[src/rtl/pdseq_pkg.sv]
package pdseq_pkg;

  localparam int unsigned CFG_W     = 64;
  localparam int unsigned NUM_KINDS = 3;

  // Field placement inside the configuration word
  localparam int unsigned F_PR_LSB    = 59;  localparam int unsigned F_PR_W    = 5;
  localparam int unsigned F_CACSH_LSB = 54;  localparam int unsigned F_CACSH_W = 5;
  localparam int unsigned F_CSL_LSB   = 48;  localparam int unsigned F_CSL_W   = 6;
  localparam int unsigned F_CSH_LSB   = 42;  localparam int unsigned F_CSH_W   = 6;
  localparam int unsigned F_CKH_LSB   = 37;  localparam int unsigned F_CKH_W   = 5;
  localparam int unsigned F_WR_LSB    = 27;  localparam int unsigned F_WR_W    = 10;
  localparam int unsigned F_RD_LSB    = 19;  localparam int unsigned F_RD_W    = 8;
  localparam int unsigned F_CPD_LSB   = 14;  localparam int unsigned F_CPD_W   = 5;
  localparam int unsigned F_XP_LSB    = 7;   localparam int unsigned F_XP_W    = 7;
  localparam int unsigned F_CKE_LSB   = 0;   localparam int unsigned F_CKE_W   = 7;

  localparam logic [1:0] CMD_RD = 2'b00;
  localparam logic [1:0] CMD_WR = 2'b01;

  typedef enum logic [2:0] {
    PH_CPDED, PH_CKE, PH_CKCKEH, PH_CACSH, PH_CSL, PH_CSHI, PH_XP
  } phase_e;

  typedef enum logic [2:0] {
    ST_IDLE, ST_ENTER, ST_DOWN, ST_CLKWAIT, ST_SETUP, ST_CSLOW, ST_CSHIGH, ST_RECOVER
  } state_e;

  typedef struct packed {
    logic   cfgLoad;
    logic   tmrLoad;
    phase_e tmrSel;
    logic   cmdTake;
  } strobe_t;

endpackage

[src/rtl/pdseq_dp.sv]
module pdseq_dp
  import pdseq_pkg::*;
#(
  parameter int unsigned TMR_W = 10
) (
  input  logic             clk,
  input  logic             rst_n,
  input  logic [CFG_W-1:0] cfgWord,
  input  logic [1:0]       cmdType,
  input  strobe_t          stb,
  output logic             tmrDone,
  output logic             entryOk
);

  function automatic logic [TMR_W-1:0] fieldOf(input logic [CFG_W-1:0] w,
                                                 input int unsigned lsb,
                                                 input int unsigned wd);
    logic [CFG_W-1:0] s;
    logic [TMR_W-1:0] r;
    s = w >> lsb;
    for (int i = 0; i < int'(TMR_W); i++) r[i] = (i < int'(wd)) ? s[i] : 1'b0;
    return r;
  endfunction

  logic [CFG_W-1:0] cfgQ, cfgUse;
  logic [TMR_W-1:0] phVal, loadVal, tmrQ, cshV, cacV;

  // Live word while idle, frozen copy once a sequence is running
  assign cfgUse = stb.cfgLoad ? cfgWord : cfgQ;

  always_ff @(posedge clk or negedge rst_n) begin
    if (!rst_n)           cfgQ <= '0;
    else if (stb.cfgLoad) cfgQ <= cfgWord;
  end

  assign cshV = fieldOf(cfgUse, F_CSH_LSB, F_CSH_W);
  assign cacV = fieldOf(cfgUse, F_CACSH_LSB, F_CACSH_W);

  always_comb begin
    case (stb.tmrSel)
      PH_CPDED:  phVal = fieldOf(cfgUse, F_CPD_LSB, F_CPD_W);
      PH_CKE:    phVal = fieldOf(cfgUse, F_CKE_LSB, F_CKE_W);
      PH_CKCKEH: phVal = fieldOf(cfgUse, F_CKH_LSB, F_CKH_W);
      PH_CACSH:  phVal = cacV;
      PH_CSL:    phVal = fieldOf(cfgUse, F_CSL_LSB, F_CSL_W);
      PH_CSHI:   phVal = (cshV > cacV) ? cshV : cacV;
      PH_XP:     phVal = fieldOf(cfgUse, F_XP_LSB, F_XP_W);
      default:   phVal = '0;
    endcase
  end

  // A phase lasts max(value,1) cycles: load value-1, finish at zero
  assign loadVal = (phVal == '0) ? '0 : phVal - 1'b1;

  always_ff @(posedge clk or negedge rst_n) begin
    if (!rst_n)             tmrQ <= '0;
    else if (stb.tmrLoad)   tmrQ <= loadVal;
    else if (tmrQ != '0)    tmrQ <= tmrQ - 1'b1;
  end

  assign tmrDone = (tmrQ == '0);

  // Per-kind entry delay counters
  logic [TMR_W-1:0]     entVal [NUM_KINDS];
  logic [NUM_KINDS-1:0] entHit, entZero;

  assign entVal[0] = fieldOf(cfgUse, F_RD_LSB, F_RD_W);
  assign entVal[1] = fieldOf(cfgUse, F_WR_LSB, F_WR_W);
  assign entVal[2] = fieldOf(cfgUse, F_PR_LSB, F_PR_W);

  assign entHit[0] = stb.cmdTake && (cmdType == CMD_RD);
  assign entHit[1] = stb.cmdTake && (cmdType == CMD_WR);
  assign entHit[2] = stb.cmdTake && cmdType[1];

  for (genvar g = 0; g < int'(NUM_KINDS); g++) begin : g_ent
    logic [TMR_W-1:0] cntQ;
    always_ff @(posedge clk or negedge rst_n) begin
      if (!rst_n)            cntQ <= '0;
      else if (entHit[g])    cntQ <= entVal[g];
      else if (cntQ != '0)   cntQ <= cntQ - 1'b1;
    end
    assign entZero[g] = (cntQ == '0);
  end

  assign entryOk = &entZero;

endmodule

[src/rtl/pdseq_ctrl.sv]
module pdseq_ctrl
  import pdseq_pkg::*;
(
  input  logic    clk,
  input  logic    rst_n,
  input  logic    cmdValid,
  input  logic    pdReq,
  input  logic    wakeReq,
  input  logic    tmrDone,
  input  logic    entryOk,
  output strobe_t stb,
  output logic    pdActive,
  output logic    csN,
  output logic    caHold,
  output logic    cmdAllow
);

  state_e stateQ, nextSt;
  logic   pdPend, wakePend, goDown, wakeNow;

  assign goDown  = (stateQ == ST_IDLE) && (pdReq || pdPend) && entryOk && !cmdValid;
  assign wakeNow = wakeReq || wakePend;

  always_comb begin
    nextSt      = stateQ;
    stb.cfgLoad = (stateQ == ST_IDLE);
    stb.cmdTake = (stateQ == ST_IDLE) && cmdValid;
    stb.tmrLoad = 1'b0;
    stb.tmrSel  = PH_CPDED;
    case (stateQ)
      ST_IDLE:    if (goDown)             begin nextSt = ST_ENTER;   stb.tmrLoad = 1'b1; stb.tmrSel = PH_CPDED;  end
      ST_ENTER:   if (tmrDone)            begin nextSt = ST_DOWN;    stb.tmrLoad = 1'b1; stb.tmrSel = PH_CKE;    end
      ST_DOWN:    if (tmrDone && wakeNow) begin nextSt = ST_CLKWAIT; stb.tmrLoad = 1'b1; stb.tmrSel = PH_CKCKEH; end
      ST_CLKWAIT: if (tmrDone)            begin nextSt = ST_SETUP;   stb.tmrLoad = 1'b1; stb.tmrSel = PH_CACSH;  end
      ST_SETUP:   if (tmrDone)            begin nextSt = ST_CSLOW;   stb.tmrLoad = 1'b1; stb.tmrSel = PH_CSL;    end
      ST_CSLOW:   if (tmrDone)            begin nextSt = ST_CSHIGH;  stb.tmrLoad = 1'b1; stb.tmrSel = PH_CSHI;   end
      ST_CSHIGH:  if (tmrDone)            begin nextSt = ST_RECOVER; stb.tmrLoad = 1'b1; stb.tmrSel = PH_XP;     end
      ST_RECOVER: if (tmrDone)            nextSt = ST_IDLE;
      default:                            nextSt = ST_IDLE;
    endcase
  end

  always_ff @(posedge clk or negedge rst_n) begin
    if (!rst_n) begin
      stateQ   <= ST_IDLE;
      pdPend   <= 1'b0;
      wakePend <= 1'b0;
    end else begin
      stateQ <= nextSt;
      if (stateQ == ST_IDLE && !goDown) pdPend <= pdPend || pdReq;
      else                              pdPend <= 1'b0;
      if ((stateQ == ST_ENTER || stateQ == ST_DOWN) && nextSt != ST_CLKWAIT)
        wakePend <= wakeNow;
      else
        wakePend <= 1'b0;
    end
  end

  assign cmdAllow = (stateQ == ST_IDLE);
  assign pdActive = (stateQ != ST_IDLE) && (stateQ != ST_RECOVER);
  assign csN      = (stateQ != ST_CSLOW);
  assign caHold   = (stateQ == ST_SETUP) || (stateQ == ST_CSLOW) || (stateQ == ST_CSHIGH);

endmodule

[src/rtl/pdseq_top.sv]
module pdseq_top
  import pdseq_pkg::*;
#(
  parameter int unsigned TMR_W = 10
) (
  input  logic        clk,
  input  logic        rst_n,
  input  logic [63:0] cfg_word,
  input  logic        cmd_valid,
  input  logic [1:0]  cmd_type,
  input  logic        pd_req,
  input  logic        wake_req,
  output logic        pd_active,
  output logic        cs_n,
  output logic        ca_hold,
  output logic        cmd_allow
);

  strobe_t stb;
  logic    tmrDone, entryOk;

  pdseq_ctrl u_ctrl (
    .clk      (clk),
    .rst_n    (rst_n),
    .cmdValid (cmd_valid),
    .pdReq    (pd_req),
    .wakeReq  (wake_req),
    .tmrDone  (tmrDone),
    .entryOk  (entryOk),
    .stb      (stb),
    .pdActive (pd_active),
    .csN      (cs_n),
    .caHold   (ca_hold),
    .cmdAllow (cmd_allow)
  );

  pdseq_dp #(.TMR_W(TMR_W)) u_dp (
    .clk     (clk),
    .rst_n   (rst_n),
    .cfgWord (cfg_word),
    .cmdType (cmd_type),
    .stb     (stb),
    .tmrDone (tmrDone),
    .entryOk (entryOk)
  );

endmodule

[config.mk]
export PLATFORM = sky130hd
export DESIGN_NAME = pdseq_top
export DESIGN_NICKNAME = d
export VERILOG_FILES = /design/src/rtl/pdseq_pkg.sv /design/src/rtl/pdseq_dp.sv /design/src/rtl/pdseq_ctrl.sv /design/src/rtl/pdseq_top.sv
export SDC_FILE = /design/constraint.sdc
export NUM_CORES = 1
export LEC_CHECK = 0
export CAP_MARGIN = 20
export CORE_ASPECT_RATIO = 1.1
export CORE_MARGIN = 5
export CORE_UTILIZATION = 55
export DETAILED_ROUTE_END_ITERATION = 6
export PLACE_DENSITY = 0.8
export SYNTH_ARGS = -nofsm -noshare
export SYNTH_HDL_FRONTEND = slang
export SYNTH_HIERARCHICAL = 1
export SYNTH_SLANG_ARGS = --single-unit
[constraint.sdc]
create_clock -name clk -period 6.1 [get_ports clk]
set_input_delay 0.915 -clock clk [delete_from_list [all_inputs] [get_ports clk]]
set_output_delay 0.915 -clock clk [all_outputs]
set_load 0.02 [all_outputs]
==> results by group <==
STA
  – Worst hold slack: 0.4993 ns
  – Final period util: about three quarters
  – Final hold violations: 0
  – Setup violators final: 0
  – Final Max Slew Viols: 0
  – Tightest Pin Transition: ~0.95 ns
  – Setup Skew: roughly 0.0060 ns
  – Final setup TNS: 0 ns
  – FMAX: about 0.22 GHz
  – Slew headroom: 36.76%
  – Final Critical Period: 4.565 ns
  – RSZ-0062 raised after global routing: no

Synthesis
  – Syn Area/Cell: approximately 11 sq um
  – Leading area contributor after synthesis: dfrtp_1
  – Synth top area share: a little under half
  – Top post-synthesis cells by area: dfrtp_1, mux2_2, xnor2_1, nor2_1, a21oi_1
  – Synthesized net count: between 600 and 700
  – Sequential area share after synthesis: 47.84%
  – Synth async-reset ratio: 100.0%
  – Mapped cell area: 5702 sq um
  – Synth unique cells: 67
  – Post-synth EDFFs: 0
  – Synthesis Warnings: 6
  – #FFs+latches synth: between 100 and 150
  – Primary FF master, synth: dfrtp_1
  – Syn Inst Count: 520

Cells and area
  – Commonest non-fill, non-tap cells in the layout: dfrtp_1, clkdlybuf4s50_1, mux2_2
  – Commonest non-fill, non-tap cell in the layout: dfrtp_1
  – Layout overhead on the synthesized area: 19.79%
  – Layout fillers: approximately 790
  – Share of layout cells above drive strength 1: ~17%
  – Layout Nets: 673
  – ANT cells: 0

Clock tree
  – Clk sinks: around 110
  – Worst skew pair latency: ~0.35 ns
  – CTS tree: built
  – Htree depth: 3
  – Number of buffers created by CTS: 9
  – CTS root buf: clkbuf_16
  – Post-CTS setup repair buffer count: 0
  – Worst-path clk slew: approximately 0.07 ns
  – Longest Clk Path Bufs: 2
  – # hold bufs at CTS: 0
  – Post_cts resized: 0

Setup path
  – Slowest CP cell: nor3_4
  – Critical Path Max Stage Delay: 0.74 ns
  – Worst R2R Setup Slack: between 1.5 and 2 ns
  – CP Cell Sequence: nor3_4, buf_4, mux2i_1, ha_1, and3_1, and3_1, a31oi_1, o21ai_0, a21oi_1, ha_1, inv_1, nor3_1, mux2i_1, o22ai_1
  – Worst setup path endpoint: u_dp/tmrQ[4]
  – Reg-to-reg startpoint: u_ctrl/stateQ[0]
  – Reg2reg end: u_dp/tmrQ[4]
  – Worst-path fanout max: 15
  – Setup crit start: u_ctrl/stateQ[0]
  – Crit. End Element: register
  – Worst setup SP type: register
  – CP arrival: 4.79 ns
  – CP Class: reg -> reg
  – Cells on worst reg2reg path: 14
  – Worst path required time: 6.32 ns

Power and ir drop
  – Power Dens Cells: between 200 and 300 nW/um^2
  – Sequential Power Share: between 40 and 50%
  – Sw Share: between 20 and 30%
  – Combinational share of power: 20.4%
  – Switching pwr: 527.8 uW
  – Internal power: approximately 1.4 mW
  – Lkg Pwr: 2.842 nW
  – Clk pwr share: a little under a third
  – Worst VDD drop: around 0.21 mV

Placed design
  – HPWL after DPL: slightly above 9000 um
  – Gpl congestion: 0.9484
  – PortBufs: 74

Flow run
  – MaxCap Viol Count: 0

Detailed routing
  – Via density: about 5.8
  – WL met2: roughly 6400 um
  – Total number of vias: 4,160
  – Routed wl met3: between 500 and 600 um
  – First drt pass iteration count: 4
  – DRC viols: 0
  – DR WL/cell: 17.50 um
  – Drt initial violations: roughly 230
  – Final ANT Viol Nets: 0
  – DR top layer: met4
  – Wl on met1: between 5000 and 6000 um
  – Final wirelength: 12,580 um

Floorplan
  – Die area: 12,510 sq um
  – Initial Util: a little under three fifths
  – IO Pins: 75
  – Die Ht: 116.8 um
  – CORE AREA: ~10,000 sq um
  – # rows: 39
  – Die width: approximately 110 um

GRT
  – Antenna violations before repair: 0
  – First-pass GRT wire length: ~21,000 um
  – Largest net degree at the start of global routing: just under 80
  – Number of global-route vias before repair: 4,367
  – All-layer global routing usage: 21.54%
  – Grt ovf: 0

Status
  – Status: finished clean

Hold path
  – Worst Hold Class: reg -> reg
  – Hold Startpoint: u_dp/cfgQ[36]
==> cells by family after synthesis <==
group           Yosys count  synth area share, %
compound gates           96                11.06
fa+ha+maj                11                2.414
xor+xnor                 26                3.994
flops                   109                47.84
buf+inv                  46                3.840
mux                      73                15.08
simple gates            159                15.78
==> critical path: cells and delay by family (launching register included) <==
| family | cells | cell delay (ns) |
|---|---|---|
| AOI/OAI and AO/OA | 4 | 0.94 |
| DFF | 1 | 0.54 |
| muxes | 2 | 0.56 |
| adders and majority gates | 2 | 0.57 |
| buffers and inverters | 2 | 0.44 |
| and+or+nand+nor | 4 | 1.36 |
==> flip-flops by register name, indices dropped and copies added (netlist names) <==
name and cells:
u_ctrl/stateQ 3, u_dp/g_ent.cntQ 30, u_ctrl/wakePend 1, u_dp/cfgQ 64, u_dp/tmrQ 10, u_ctrl/pdPend 1
==> synthesized netlist by cell type (5+ instances only) <==
cell type and count:
clkbuf_1 7, mux2_2 55, ha_1 11, o31ai_1 6
or4_1 6, nor4_1 5, nor2_1 42, nor3_1 13
nand2_1 31, a21oi_1 29, nand3_1 9, nor2b_1 9
a22oi_1 6, o22ai_1 6, inv_1 24, xnor2_1 21
dfrtp_1 109, nand2b_1 9, mux2i_1 12, xor2_1 5
o21ai_0 16
==> routing by layer <==
layer,GRT usage [%],up-vias
li1,-,2000
met1,26.44,2048
met2,37.51,88
met3,4.388,24
met4,8.696,0
met5,0,-
==> power groups by stage <==
stage	logic, mW	registers [mW]	clock network [mW]
after floorplan	0.268	0.899	0
after global placement	0.367	0.913	0
after detailed placement	0.386	0.921	0
after CTS	0.390	0.908	0.616
after global routing	0.438	0.922	0.651
final	0.386	0.910	0.598
==> through the flow <==
step	utilization [%]	cells	power (mW)	worst slack (ns)	instance area (sq um)
final	66.65	719	1.893	1.535	6830
after global placement	63.64	703	1.279	1.715	6521
after detailed placement	63.64	703	1.307	1.555	6521
after global routing	66.65	719	2.011	1.242	6830
after floorplan	-	520	1.168	2.109	5702
after CTS	66.65	719	1.914	1.531	6830
==> worst min-delay path by stage <==
| stage | endpoint | slack, ns | cells past startpoint |
|---|---|---|---|
| 3_5_place_dp | u_dp/cfgQ[25] | 0.49 | 1 |
| 3_3_place_gp | u_dp/cfgQ[20] | 0.48 | 1 |
| 2_1_floorplan | u_dp/cfgQ[12] | 0.44 | 2 |
| 4_1_cts | u_dp/cfgQ[32] | 0.50 | 1 |
| 5_1_grt | u_dp/cfgQ[11] | 0.52 | 1 |
| 6_report | u_dp/cfgQ[36] | 0.50 | 1 |
==> cell type report <==
| type | count | area [sq um] | area share [%] |
|---|---|---|---|
| well taps | 123 | 153.9 | 2.253 |
| inverters | 25 | 93.84 | 1.374 |
| clock buffers | 11 | 252.7 | 3.700 |
| multi-input cells | 365 | 2755 | 40.34 |
| repair buffers | 81 | 790.8 | 11.58 |
| flip-flops and latches | 109 | 2728 | 39.93 |
| clock inverters | 5 | 56.30 | 0.8243 |
Note: power is estimated with default switching activity, not from simulation.
